$ cat config.mk
export PLATFORM = sky130hd
export DESIGN_NAME = gpio_edge_port
export DESIGN_NICKNAME = d
export VERILOG_FILES = /design/src/rtl/gpio_edge_pkg.sv /design/src/rtl/gpio_ctrl_regs.sv /design/src/rtl/gpio_edge_detect.sv /design/src/rtl/gpio_irq_status.sv /design/src/rtl/gpio_edge_port.sv
export SDC_FILE = /design/constraint.sdc
export NUM_CORES = 1
export LEC_CHECK = 0
export CAP_MARGIN = 20
export CORE_MARGIN = 10
export CORE_UTILIZATION = 40
export DETAILED_ROUTE_END_ITERATION = 10
export REMOVE_ABC_BUFFERS = 1
export SYNTH_ARGS = -nofsm -noshare
export SYNTH_HDL_FRONTEND = slang
export SYNTH_HIERARCHICAL = 1
export SYNTH_SLANG_ARGS = --single-unit
$ cat constraint.sdc
create_clock -name clk -period 4.8 [get_ports clk]
set_input_delay 0.96 -clock clk [delete_from_list [all_inputs] [get_ports clk]]
set_output_delay 0.96 -clock clk [all_outputs]
set_load 0.01 [all_outputs]
$ cat src/rtl/gpio_edge_pkg.sv
// Package gpio_edge_pkg
// Register word indices and bus widths shared by the GPIO port modules.
// Assumes a word-indexed bus where each register occupies one index.
package gpio_edge_pkg;

    localparam int ADDR_W = 4;

    typedef enum logic [ADDR_W-1:0] {
        IDX_DIR     = 4'd0,
        IDX_MASK    = 4'd1,
        IDX_LEVEL   = 4'd2,
        IDX_SET     = 4'd3,
        IDX_CLR     = 4'd4,
        IDX_RISE_EN = 4'd5,
        IDX_FALL_EN = 4'd6,
        IDX_RISE_ST = 4'd7,
        IDX_FALL_ST = 4'd8,
        IDX_INT_CLR = 4'd9,
        IDX_ANY_ST  = 4'd10
    } reg_idx_e;

endpackage

$ cat src/rtl/gpio_ctrl_regs.sv
// Module gpio_ctrl_regs
// Holds the direction, mask, output latch and edge-enable registers and
// applies masked set, clear and full-value writes to the output latch.
// Assumes single-cycle writes; the mask in force is the value held before
// the write edge.
module gpio_ctrl_regs
    import gpio_edge_pkg::*;
#(
    parameter int WIDTH = 32
) (
    input  logic              clk,
    input  logic              rst_n,
    input  logic              wr_en,
    input  logic [ADDR_W-1:0] addr,
    input  logic [WIDTH-1:0]  wdata,
    output logic [WIDTH-1:0]  dir_q,
    output logic [WIDTH-1:0]  mask_q,
    output logic [WIDTH-1:0]  out_q,
    output logic [WIDTH-1:0]  rise_en_q,
    output logic [WIDTH-1:0]  fall_en_q
);

    logic [WIDTH-1:0] open_bits;
    logic [WIDTH-1:0] out_d;
    logic             wr_dir, wr_mask, wr_level, wr_set, wr_clr;
    logic             wr_ren, wr_fen;

    // Decode one write strobe per register.
    always_comb begin
        wr_dir   = wr_en && (addr == IDX_DIR);
        wr_mask  = wr_en && (addr == IDX_MASK);
        wr_level = wr_en && (addr == IDX_LEVEL);
        wr_set   = wr_en && (addr == IDX_SET);
        wr_clr   = wr_en && (addr == IDX_CLR);
        wr_ren   = wr_en && (addr == IDX_RISE_EN);
        wr_fen   = wr_en && (addr == IDX_FALL_EN);
    end

    // Written bits that are allowed through the mask.
    assign open_bits = wdata & ~mask_q;

    // Next value of the output latch for the three write styles.
    always_comb begin
        out_d = out_q;
        if (wr_set) begin
            out_d = out_q | open_bits;
        end else if (wr_clr) begin
            out_d = out_q & ~open_bits;
        end else if (wr_level) begin
            out_d = (out_q & mask_q) | open_bits;
        end
    end

    // Configuration registers, cleared so that every pin starts as an input.
    always_ff @(posedge clk) begin
        if (!rst_n) begin
            dir_q     <= '0;
            mask_q    <= '0;
            rise_en_q <= '0;
            fall_en_q <= '0;
        end else begin
            if (wr_dir)  dir_q     <= wdata;
            if (wr_mask) mask_q    <= wdata;
            if (wr_ren)  rise_en_q <= wdata;
            if (wr_fen)  fall_en_q <= wdata;
        end
    end

    // Output latch.
    always_ff @(posedge clk) begin
        if (!rst_n) out_q <= '0;
        else        out_q <= out_d;
    end

    AST_RESET_INPUTS: assert property (@(posedge clk)
        !rst_n |=> (dir_q == '0) && (out_q == '0));

    AST_DIR_TAKES_WRITE: assert property (@(posedge clk) disable iff (!rst_n)
        wr_dir |=> dir_q == $past(wdata));

    AST_MASKED_HOLD: assert property (@(posedge clk) disable iff (!rst_n)
        (wr_set || wr_clr || wr_level) |=>
            ((out_q & $past(mask_q)) == ($past(out_q) & $past(mask_q))));

    AST_SET_DRIVES_HIGH: assert property (@(posedge clk) disable iff (!rst_n)
        wr_set |=> ((out_q & $past(open_bits)) == $past(open_bits)));

    AST_CLR_DRIVES_LOW: assert property (@(posedge clk) disable iff (!rst_n)
        wr_clr |=> ((out_q & $past(open_bits)) == '0));

endmodule

$ cat src/rtl/gpio_edge_detect.sv
// Module gpio_edge_detect
// Brings asynchronous pin levels into the clock domain through a chain of
// SYNC_STAGES flops, then flags rising and falling transitions by comparing
// the synchronized level with its value one cycle earlier.
// Assumes pins change slower than the clock.
module gpio_edge_detect #(
    parameter int WIDTH       = 32,
    parameter int SYNC_STAGES = 2
) (
    input  logic             clk,
    input  logic             rst_n,
    input  logic [WIDTH-1:0] pin_in,
    output logic [WIDTH-1:0] level_q,
    output logic [WIDTH-1:0] rise_pulse,
    output logic [WIDTH-1:0] fall_pulse
);

    localparam int LAST = SYNC_STAGES - 1;

    logic [WIDTH-1:0] chain_q [SYNC_STAGES];
    logic [WIDTH-1:0] prev_q;

    // First synchronizer stage captures the raw pins.
    always_ff @(posedge clk) begin
        if (!rst_n) chain_q[0] <= '0;
        else        chain_q[0] <= pin_in;
    end

    generate
        for (genvar s = 1; s < SYNC_STAGES; s++) begin : g_sync
            // Further synchronizer stage.
            always_ff @(posedge clk) begin
                if (!rst_n) chain_q[s] <= '0;
                else        chain_q[s] <= chain_q[s-1];
            end
        end
    endgenerate

    // Synchronized level one cycle ago, for transition detection.
    always_ff @(posedge clk) begin
        if (!rst_n) prev_q <= '0;
        else        prev_q <= chain_q[LAST];
    end

    assign level_q    = chain_q[LAST];
    assign rise_pulse = chain_q[LAST] & ~prev_q;
    assign fall_pulse = ~chain_q[LAST] & prev_q;

endmodule

$ cat src/rtl/gpio_irq_status.sv
// Module gpio_irq_status
// Sticky rising and falling status registers fed by enabled transitions,
// cleared per pin by a write-one-to-clear strobe; a new transition in the
// clearing cycle keeps its bit set. Drives the combined interrupt.
// Assumes transition pulses last one cycle.
module gpio_irq_status #(
    parameter int WIDTH = 32
) (
    input  logic             clk,
    input  logic             rst_n,
    input  logic [WIDTH-1:0] rise_pulse,
    input  logic [WIDTH-1:0] fall_pulse,
    input  logic [WIDTH-1:0] rise_en,
    input  logic [WIDTH-1:0] fall_en,
    input  logic             clr_wr,
    input  logic [WIDTH-1:0] clr_bits,
    output logic [WIDTH-1:0] rise_st_q,
    output logic [WIDTH-1:0] fall_st_q,
    output logic             irq
);

    logic [WIDTH-1:0] rise_evt, fall_evt, drop;

    // Qualify transitions with their enables and form the clear vector.
    always_comb begin
        rise_evt = rise_pulse & rise_en;
        fall_evt = fall_pulse & fall_en;
        drop     = clr_wr ? clr_bits : '0;
    end

    // Sticky status; a same-cycle event overrides the clear.
    always_ff @(posedge clk) begin
        if (!rst_n) begin
            rise_st_q <= '0;
            fall_st_q <= '0;
        end else begin
            rise_st_q <= (rise_st_q & ~drop) | rise_evt;
            fall_st_q <= (fall_st_q & ~drop) | fall_evt;
        end
    end

    // Combined interrupt.
    assign irq = |{rise_st_q, fall_st_q};

    AST_RESET_QUIET: assert property (@(posedge clk)
        !rst_n |=> !irq);

    AST_ONLY_ENABLED_RISE: assert property (@(posedge clk) disable iff (!rst_n)
        1'b1 |=> ((rise_st_q & ~$past(rise_st_q) & ~$past(rise_en)) == '0));

    AST_ONLY_ENABLED_FALL: assert property (@(posedge clk) disable iff (!rst_n)
        1'b1 |=> ((fall_st_q & ~$past(fall_st_q) & ~$past(fall_en)) == '0));

    AST_NEW_EDGE_WINS: assert property (@(posedge clk) disable iff (!rst_n)
        (rise_evt != '0) |=> ((rise_st_q & $past(rise_evt)) == $past(rise_evt)));

    AST_CLEAR_DROPS: assert property (@(posedge clk) disable iff (!rst_n)
        clr_wr |=> ((fall_st_q & $past(clr_bits & ~fall_evt)) == '0));

endmodule

$ cat src/rtl/gpio_edge_port.sv
// Module gpio_edge_port
// Top of the masked GPIO port: ties the control registers, the input
// synchronizer with transition detection and the interrupt status together
// and provides the combinational read multiplexer.
// Assumes WIDTH of at most 32 so that every register fits one bus word.
module gpio_edge_port
    import gpio_edge_pkg::*;
#(
    parameter int WIDTH       = 32,
    parameter int SYNC_STAGES = 2
) (
    input  logic              clk,
    input  logic              rst_n,
    input  logic              bus_wr_en,
    input  logic [ADDR_W-1:0] bus_addr,
    input  logic [WIDTH-1:0]  bus_wdata,
    output logic [WIDTH-1:0]  bus_rdata,
    input  logic [WIDTH-1:0]  pin_in,
    output logic [WIDTH-1:0]  pin_out,
    output logic [WIDTH-1:0]  pin_oe,
    output logic              irq
);

    logic [WIDTH-1:0] dir_q, mask_q, out_q, rise_en_q, fall_en_q;
    logic [WIDTH-1:0] level_q, rise_pulse, fall_pulse;
    logic [WIDTH-1:0] rise_st_q, fall_st_q;
    logic             irq_w;
    logic             clr_wr;

    gpio_ctrl_regs #(.WIDTH(WIDTH)) i_regs (
        .clk       (clk),
        .rst_n     (rst_n),
        .wr_en     (bus_wr_en),
        .addr      (bus_addr),
        .wdata     (bus_wdata),
        .dir_q     (dir_q),
        .mask_q    (mask_q),
        .out_q     (out_q),
        .rise_en_q (rise_en_q),
        .fall_en_q (fall_en_q)
    );

    gpio_edge_detect #(.WIDTH(WIDTH), .SYNC_STAGES(SYNC_STAGES)) i_edge (
        .clk        (clk),
        .rst_n      (rst_n),
        .pin_in     (pin_in),
        .level_q    (level_q),
        .rise_pulse (rise_pulse),
        .fall_pulse (fall_pulse)
    );

    assign clr_wr = bus_wr_en && (bus_addr == IDX_INT_CLR);

    gpio_irq_status #(.WIDTH(WIDTH)) i_status (
        .clk        (clk),
        .rst_n      (rst_n),
        .rise_pulse (rise_pulse),
        .fall_pulse (fall_pulse),
        .rise_en    (rise_en_q),
        .fall_en    (fall_en_q),
        .clr_wr     (clr_wr),
        .clr_bits   (bus_wdata),
        .rise_st_q  (rise_st_q),
        .fall_st_q  (fall_st_q),
        .irq        (irq_w)
    );

    assign pin_out = out_q;
    assign pin_oe  = dir_q;
    assign irq     = irq_w;

    // Read multiplexer; masked pins read 0 in the level view.
    always_comb begin
        bus_rdata = '0;
        case (bus_addr)
            IDX_DIR:     bus_rdata = dir_q;
            IDX_MASK:    bus_rdata = mask_q;
            IDX_LEVEL:   bus_rdata = level_q & ~mask_q;
            IDX_SET:     bus_rdata = out_q;
            IDX_CLR:     bus_rdata = out_q;
            IDX_RISE_EN: bus_rdata = rise_en_q;
            IDX_FALL_EN: bus_rdata = fall_en_q;
            IDX_RISE_ST: bus_rdata = rise_st_q;
            IDX_FALL_ST: bus_rdata = fall_st_q;
            IDX_ANY_ST:  bus_rdata[0] = irq_w;
            default:     bus_rdata = '0;
        endcase
    end

    AST_IRQ_NEEDS_PRIOR_EVENT: assert property (@(posedge clk) disable iff (!rst_n)
        $rose(irq) |-> $past(rise_pulse | fall_pulse) != '0);

endmodule

* Yosys cells after proc, flatten, opt, wreduce, memory -nomap -nowiden
Memory sizes are Yosys's and may differ from the RTL's.
Cells that the tools add are included.
** Cells by class
- Equality and inequality tests :: 10
- Mux-type cells :: 10
- Bitwise gates (word level) :: 21
- Reductions and logical operators :: 12
** Operators with widths (count)
- $and A32 B32 Y32 :: 10
- $pmux W31 S8 :: 1
- $mux W32 :: 6
- $not A32 Y32 :: 5
- $or A32 B32 Y32 :: 4
- $reduce_or A64 Y1 :: 1
- $eq A4 B3 Y1 const B :: 4
- $eq A4 B4 Y1 const B :: 3
- $pmux W1 S9 :: 1
- $eq A4 B2 Y1 const B :: 2
- $logic_and A1 B1 Y1 :: 8
- $eq A4 B1 Y1 const B :: 1
- $logic_not A4 Y1 :: 1
- $reduce_bool A3 Y1 :: 1
- $mux W1 :: 2
- $or A1 B1 Y1 :: 2
- $reduce_or A2 Y1 :: 1
** Storage, ports and cells
- Bits in registers :: 256
- Bits in writable memories :: 64
- Bits of input ports :: 71
- Output and inout bits :: 97
- Word-level logic and storage cells :: 62
- Memories :: 1
** Memories
- i_edge.chain_q :: words 2, width 32, read ports 2, clocked after Yosys merged registers in 0, wr ports 2, line gpio_edge_detect.sv:20 : logic [WIDTH-1:0] chain_q [SYNC_STAGES];

* Depth between registers and ports, before layout
- Depth in word-level cells :: 6
- Depth in mapped cells :: 8
- Mapped depth without buffers :: 6

* By module
Netlist, hierarchy kept.
** Modules (own cells, without submodules)
- gpio_ctrl_regs :: times used 1, cells each 840, area an instance 7397.1 sq um, sequential area each 3203.1 sq um
- gpio_edge_detect :: times used 1, cells each 266, area an instance 3004.1 sq um, sequential area each 1921.8 sq um
- gpio_irq_status :: times used 1, cells each 255, area an instance 2458.6 sq um, sequential area each 1281.2 sq um
- gpio_edge_port :: times used 1, cells each 317, area an instance 2353.5 sq um, sequential area each 0.0 sq um

* Worst setup path before layout
No wires, ideal clock.
- Path type :: input to output
- Start :: in bus_addr[3]
- End :: out bus_rdata[27]
- Arrival :: 2116 ps
- Data required time :: 3840 ps
- Slack :: 1724 ps
- Cell stages on the path :: 5
- Buffers on the path :: 1
- Cells stage by stage :: buf_6 or4b_4 o32a_1 o211ai_2 a221o_1
** Between the ends
- Word-level cells in the longest chain between the ends :: 3
- Elaborated cells on any way between the ends :: 11
- Classes of those cells :: 8 x eq/ne; 1 x mux; 2 x reduce/logical
** Ends and longest elaborated chain
- from (decl) :: line gpio_edge_port.sv:15 : input logic [ADDR_W-1:0] bus_addr,
- $eq A4 B3 Y1 / $eq A4 B2 Y1 (equally long branches) :: line gpio_edge_port.sv:75 : case (bus_addr)
- $reduce_or A2 Y1 (no line)
- $pmux W31 S8 (*) :: line gpio_edge_port.sv:75
- to (decl) :: line gpio_edge_port.sv:17 : output logic [WIDTH-1:0] bus_rdata,
Mark *: on every way between the ends. The rest lies on a longest branch, timed or not.

* Worst setup path after layout
- Start :: in bus_addr[1]
- End :: out bus_rdata[23]
Same word-level chain as after synthesis.

==> results.md <==
* GP Congestion at 0.834
* Combinational power share at 0.093
* Final Non-Filler Cells at 2324
* Port Buffers at 167
* Final Util at 0.491
* Initial drt markers at 1192
* Vias in the first global route at 13647
* RSZ-0062 raised after global routing: false
* Skew-Pair Late Insertion Delay at 0.55 ns
* Clk_skew at 0.00940 ns
* Most used cell, CP: clkdlybuf4s50_1
* Via density per instance at 5.88
* CP startpoint: bus_addr[1]
* Post-place instance area at 17200 um2
* Post-CTS setup buffers at 0
* FP Rows at 71
* Crit-path max FO at 20
* Syn_area_per_cell at 9.07 um2
* TritonCTS Buffers at 37
* Max cap viols at 0
* DRT antenna net count at 0
* Layout cells sized above 1 at 0.0894
* First-pass GRT wire length at 84100 um
* Clk network pwr share at 0.463
* Final number of hold-violating endpoints at 0
* Fmax at 225 MHz
* Slowest CP cell: or4b_4
* CP Buf/Inv Count at 4
* Cts hold-fix bufs at 0
* Worst Tran Pin Value at 1.07 ns
* WP depth at 7
* Clk root buf: clkbuf_16
* Post-route minimum period at 4.44 ns
* VDD IR max at 0.246 mV
* CTS clk-pin slew, worst paths at 0.05 ns
* Initial antenna violation count at 1
* Final instance area at 18400 um2
* Post-Syn Instances at 1678
* Post-synthesis sequential area ratio at 0.421
* P&R area growth vs syn at 21.2%
* GR Overflow Total at 0
* Worst EP required at 3.84 ns
* Max Slew Vio Count at 0
* Period utilization at 0.925
* Final wirelength at 54300 um
* Sink Count at 320
* Crit Path Class: in2out
* Crit-path cells: clkdlybuf4s50_1, buf_12, or4b_4, buf_4, o32ai_2, a211o_1, clkdlybuf4s50_1
* Number of synthesized flops with an enable pin at 0
* Library cells used by synthesis at 57
* Async S/R FF share, synth at 0
* Sw Ratio at 0.248
* Worst rel slew slack at 0.285
* Max H-tree Level at 2
* CTS tree: done
* Max Buffers Root-to-Sink at 3
* Seq pwr share at 0.443
* CP endpoint: bus_rdata[23]
* Largest net degree at the start of global routing at 162
* Static Leakage at 6.46 nW
* Core box area at 37600 um2
* Final setup vio count at 0
* Final nets at 1857
* Top FF cell, synth: dfxtp_1
* Die Ht at 215 um
* Worst R2R Path Depth at 3
* IO Pins at 168
* Status: completed
* Flops & latches, synth at 320
* Min-Delay Path Class: reg2reg
* Die W at 215 um
* Top cell family by delay on the critical path: buffers and inverters
* R2R Setup Slk at 3.58 ns
* Peak per-stage delay on the critical path at 0.64 ns
* Cell-internal power at 4.69 mW
* GRT Util Overall at 0.227
* WL per Instance at 23.4 um
* P per Cell Area at 338 nW/um2
* Via count at 13665
* Cell Area, Synth at 15200 um2
* Startpoint Class: input pin
* Dpl hpwl at 34100 um
* Final Power at 6.23 mW
* Cell Count Post-Placement at 2258
* Pre-CTS setup slack at 0.339 ns
* Drt drc at 0
* Drt pass-1 iters at 5
* RR Startpoint: i_regs/mask_q[30]
* Initial Util at 0.405
* Full die area at 46200 um2
* Worst Path Arrival at 3.48 ns
* Yosys warns at 6
* Switching pwr at 1.54 mW
* Crit end category: output port
* PostCTS Resize Cnt at 0
* Setup WS post-layout at 0.361 ns
-- metal layers --
layer	vias up	global-route usage	wire, um
met5	-	0	0
met2	476	0.373	25200
li1	6346	-	-
met3	102	0.0440	3670
met1	6741	0.298	24100
met4	0	0.0622	1350
-- how the worst min path moves through the flow --
stage,from,end,slack (ns),depth (start not counted)
detailed placement,i_edge/chain_q[0][7],i_edge/chain_q[1][7],0.42,1
CTS,i_edge/chain_q[0][7],i_edge/chain_q[1][7],0.43,1
finish,i_edge/chain_q[0][18],i_edge/chain_q[1][18],0.43,1
global route,i_edge/chain_q[0][13],i_edge/chain_q[1][13],0.44,1
global placement,i_edge/chain_q[0][17],i_edge/chain_q[1][17],0.41,1
floorplan,i_edge/chain_q[0][0],i_edge/chain_q[1][0],0.41,1
-- area by class of cell --
cell class / instances / area [um2]
multi-input cells: 1173 / 7920
well taps: 511 / 639
clock buffers: 55 / 1140
fillers: 3513 / 19100
clock inverters: 10 / 104
repair buffers: 214 / 2090
inverters: 40 / 150
flip-flops and latches: 320 / 6410
diodes: 1 / 2.50
-- power groups by stage --
stage	clock, mW	sequential, mW	combinational [mW]
2_1_floorplan	0	2.81	0.220
5_1_grt	3.03	2.77	0.614
4_1_cts	2.94	2.76	0.576
6_report	2.89	2.76	0.580
3_3_place_gp	0	2.82	0.566
3_5_place_dp	0	2.82	0.573
-- Yosys cell counts, types with 13 or more instances --
cell type / n / share of area
nor2b_1: 143 / 0.059
and2_1: 97 / 0.040
o21ai_1: 59 / 0.019
dfxtp_1: 320 / 0.42
nor4_1: 15 / 0.0062
clkbuf_1: 55 / 0.014
or3_1: 33 / 0.014
buf_6: 19 / 0.014
inv_1: 40 / 0.0099
a211o_1: 14 / 0.0081
o221ai_1: 18 / 0.010
buf_2: 60 / 0.020
a31oi_1: 31 / 0.013
nand2_1: 66 / 0.016
o41ai_2: 28 / 0.030
mux2i_1: 68 / 0.045
o22ai_1: 13 / 0.0053
a22oi_1: 90 / 0.044
a21boi_0: 54 / 0.027
nand3_1: 131 / 0.043
o21ai_0: 133 / 0.044
a21boi_1: 74 / 0.037
-- sequential cells by signal (all words and copies together), names as in the netlist, named ones only --
signal / count
i_status/fall_st_q: 32
i_status/rise_st_q: 32
i_regs/dir_q: 32
i_edge/prev_q: 32
i_regs/rise_en_q: 32
i_edge/chain_q: 64
i_regs/mask_q: 32
i_regs/fall_en_q: 32
-- stage by stage --
step / hold slack, ns / setup TNS (ns)
3_3_place_gp: 0.414 / 0
4_1_cts: 0.430 / 0
5_1_grt: 0.440 / 0
3_5_place_dp: 0.417 / 0
6_report: 0.428 / 0
2_1_floorplan: 0.412 / -4.86
-- layout by cell type (no fill, tap or decap), types with 8 or more instances in the layout --
cell             count
nand2_1             66
a21boi_1            74
buf_4               42
and2_1              97
inv_1               40
o22ai_1             13
o221ai_1            18
or3_1               33
nor2_1               8
clkbuf_8            11
nor2b_1            140
clkbuf_16           39
a31oi_1             31
nor3b_1              8
a21boi_0            54
nand3b_1            10
o21ai_0            133
dfxtp_1            320
a21oi_1             10
clkdlybuf4s50_1    163
a211o_1             14
o22a_1              10
nor4_1              15
nand3_1            131
o41ai_2             28
o21ai_1             59
mux2i_1             68
o2bb2ai_1           10
a22oi_1             90
-- worst reg2reg max path: stages (launching register included) --
cell and delay, ns:
dfxtp_1 0.37, or4bb_1 0.51, a21oi_1 0.14, o211a_1 0.14
-- cell families (layout without fill, tap and decap cells) --
logic type | after synthesis | after routing | synth area share
AOI/OAI and AO/OA | 566 | 566 | 0.269
buffers and inverters | 185 | 319 | 0.0614
muxes | 68 | 68 | 0.0447
other | 0 | 1 | 0
and+or+nand+nor | 539 | 539 | 0.204
DFF | 320 | 320 | 0.421
(Power assumes the default switching activity.)
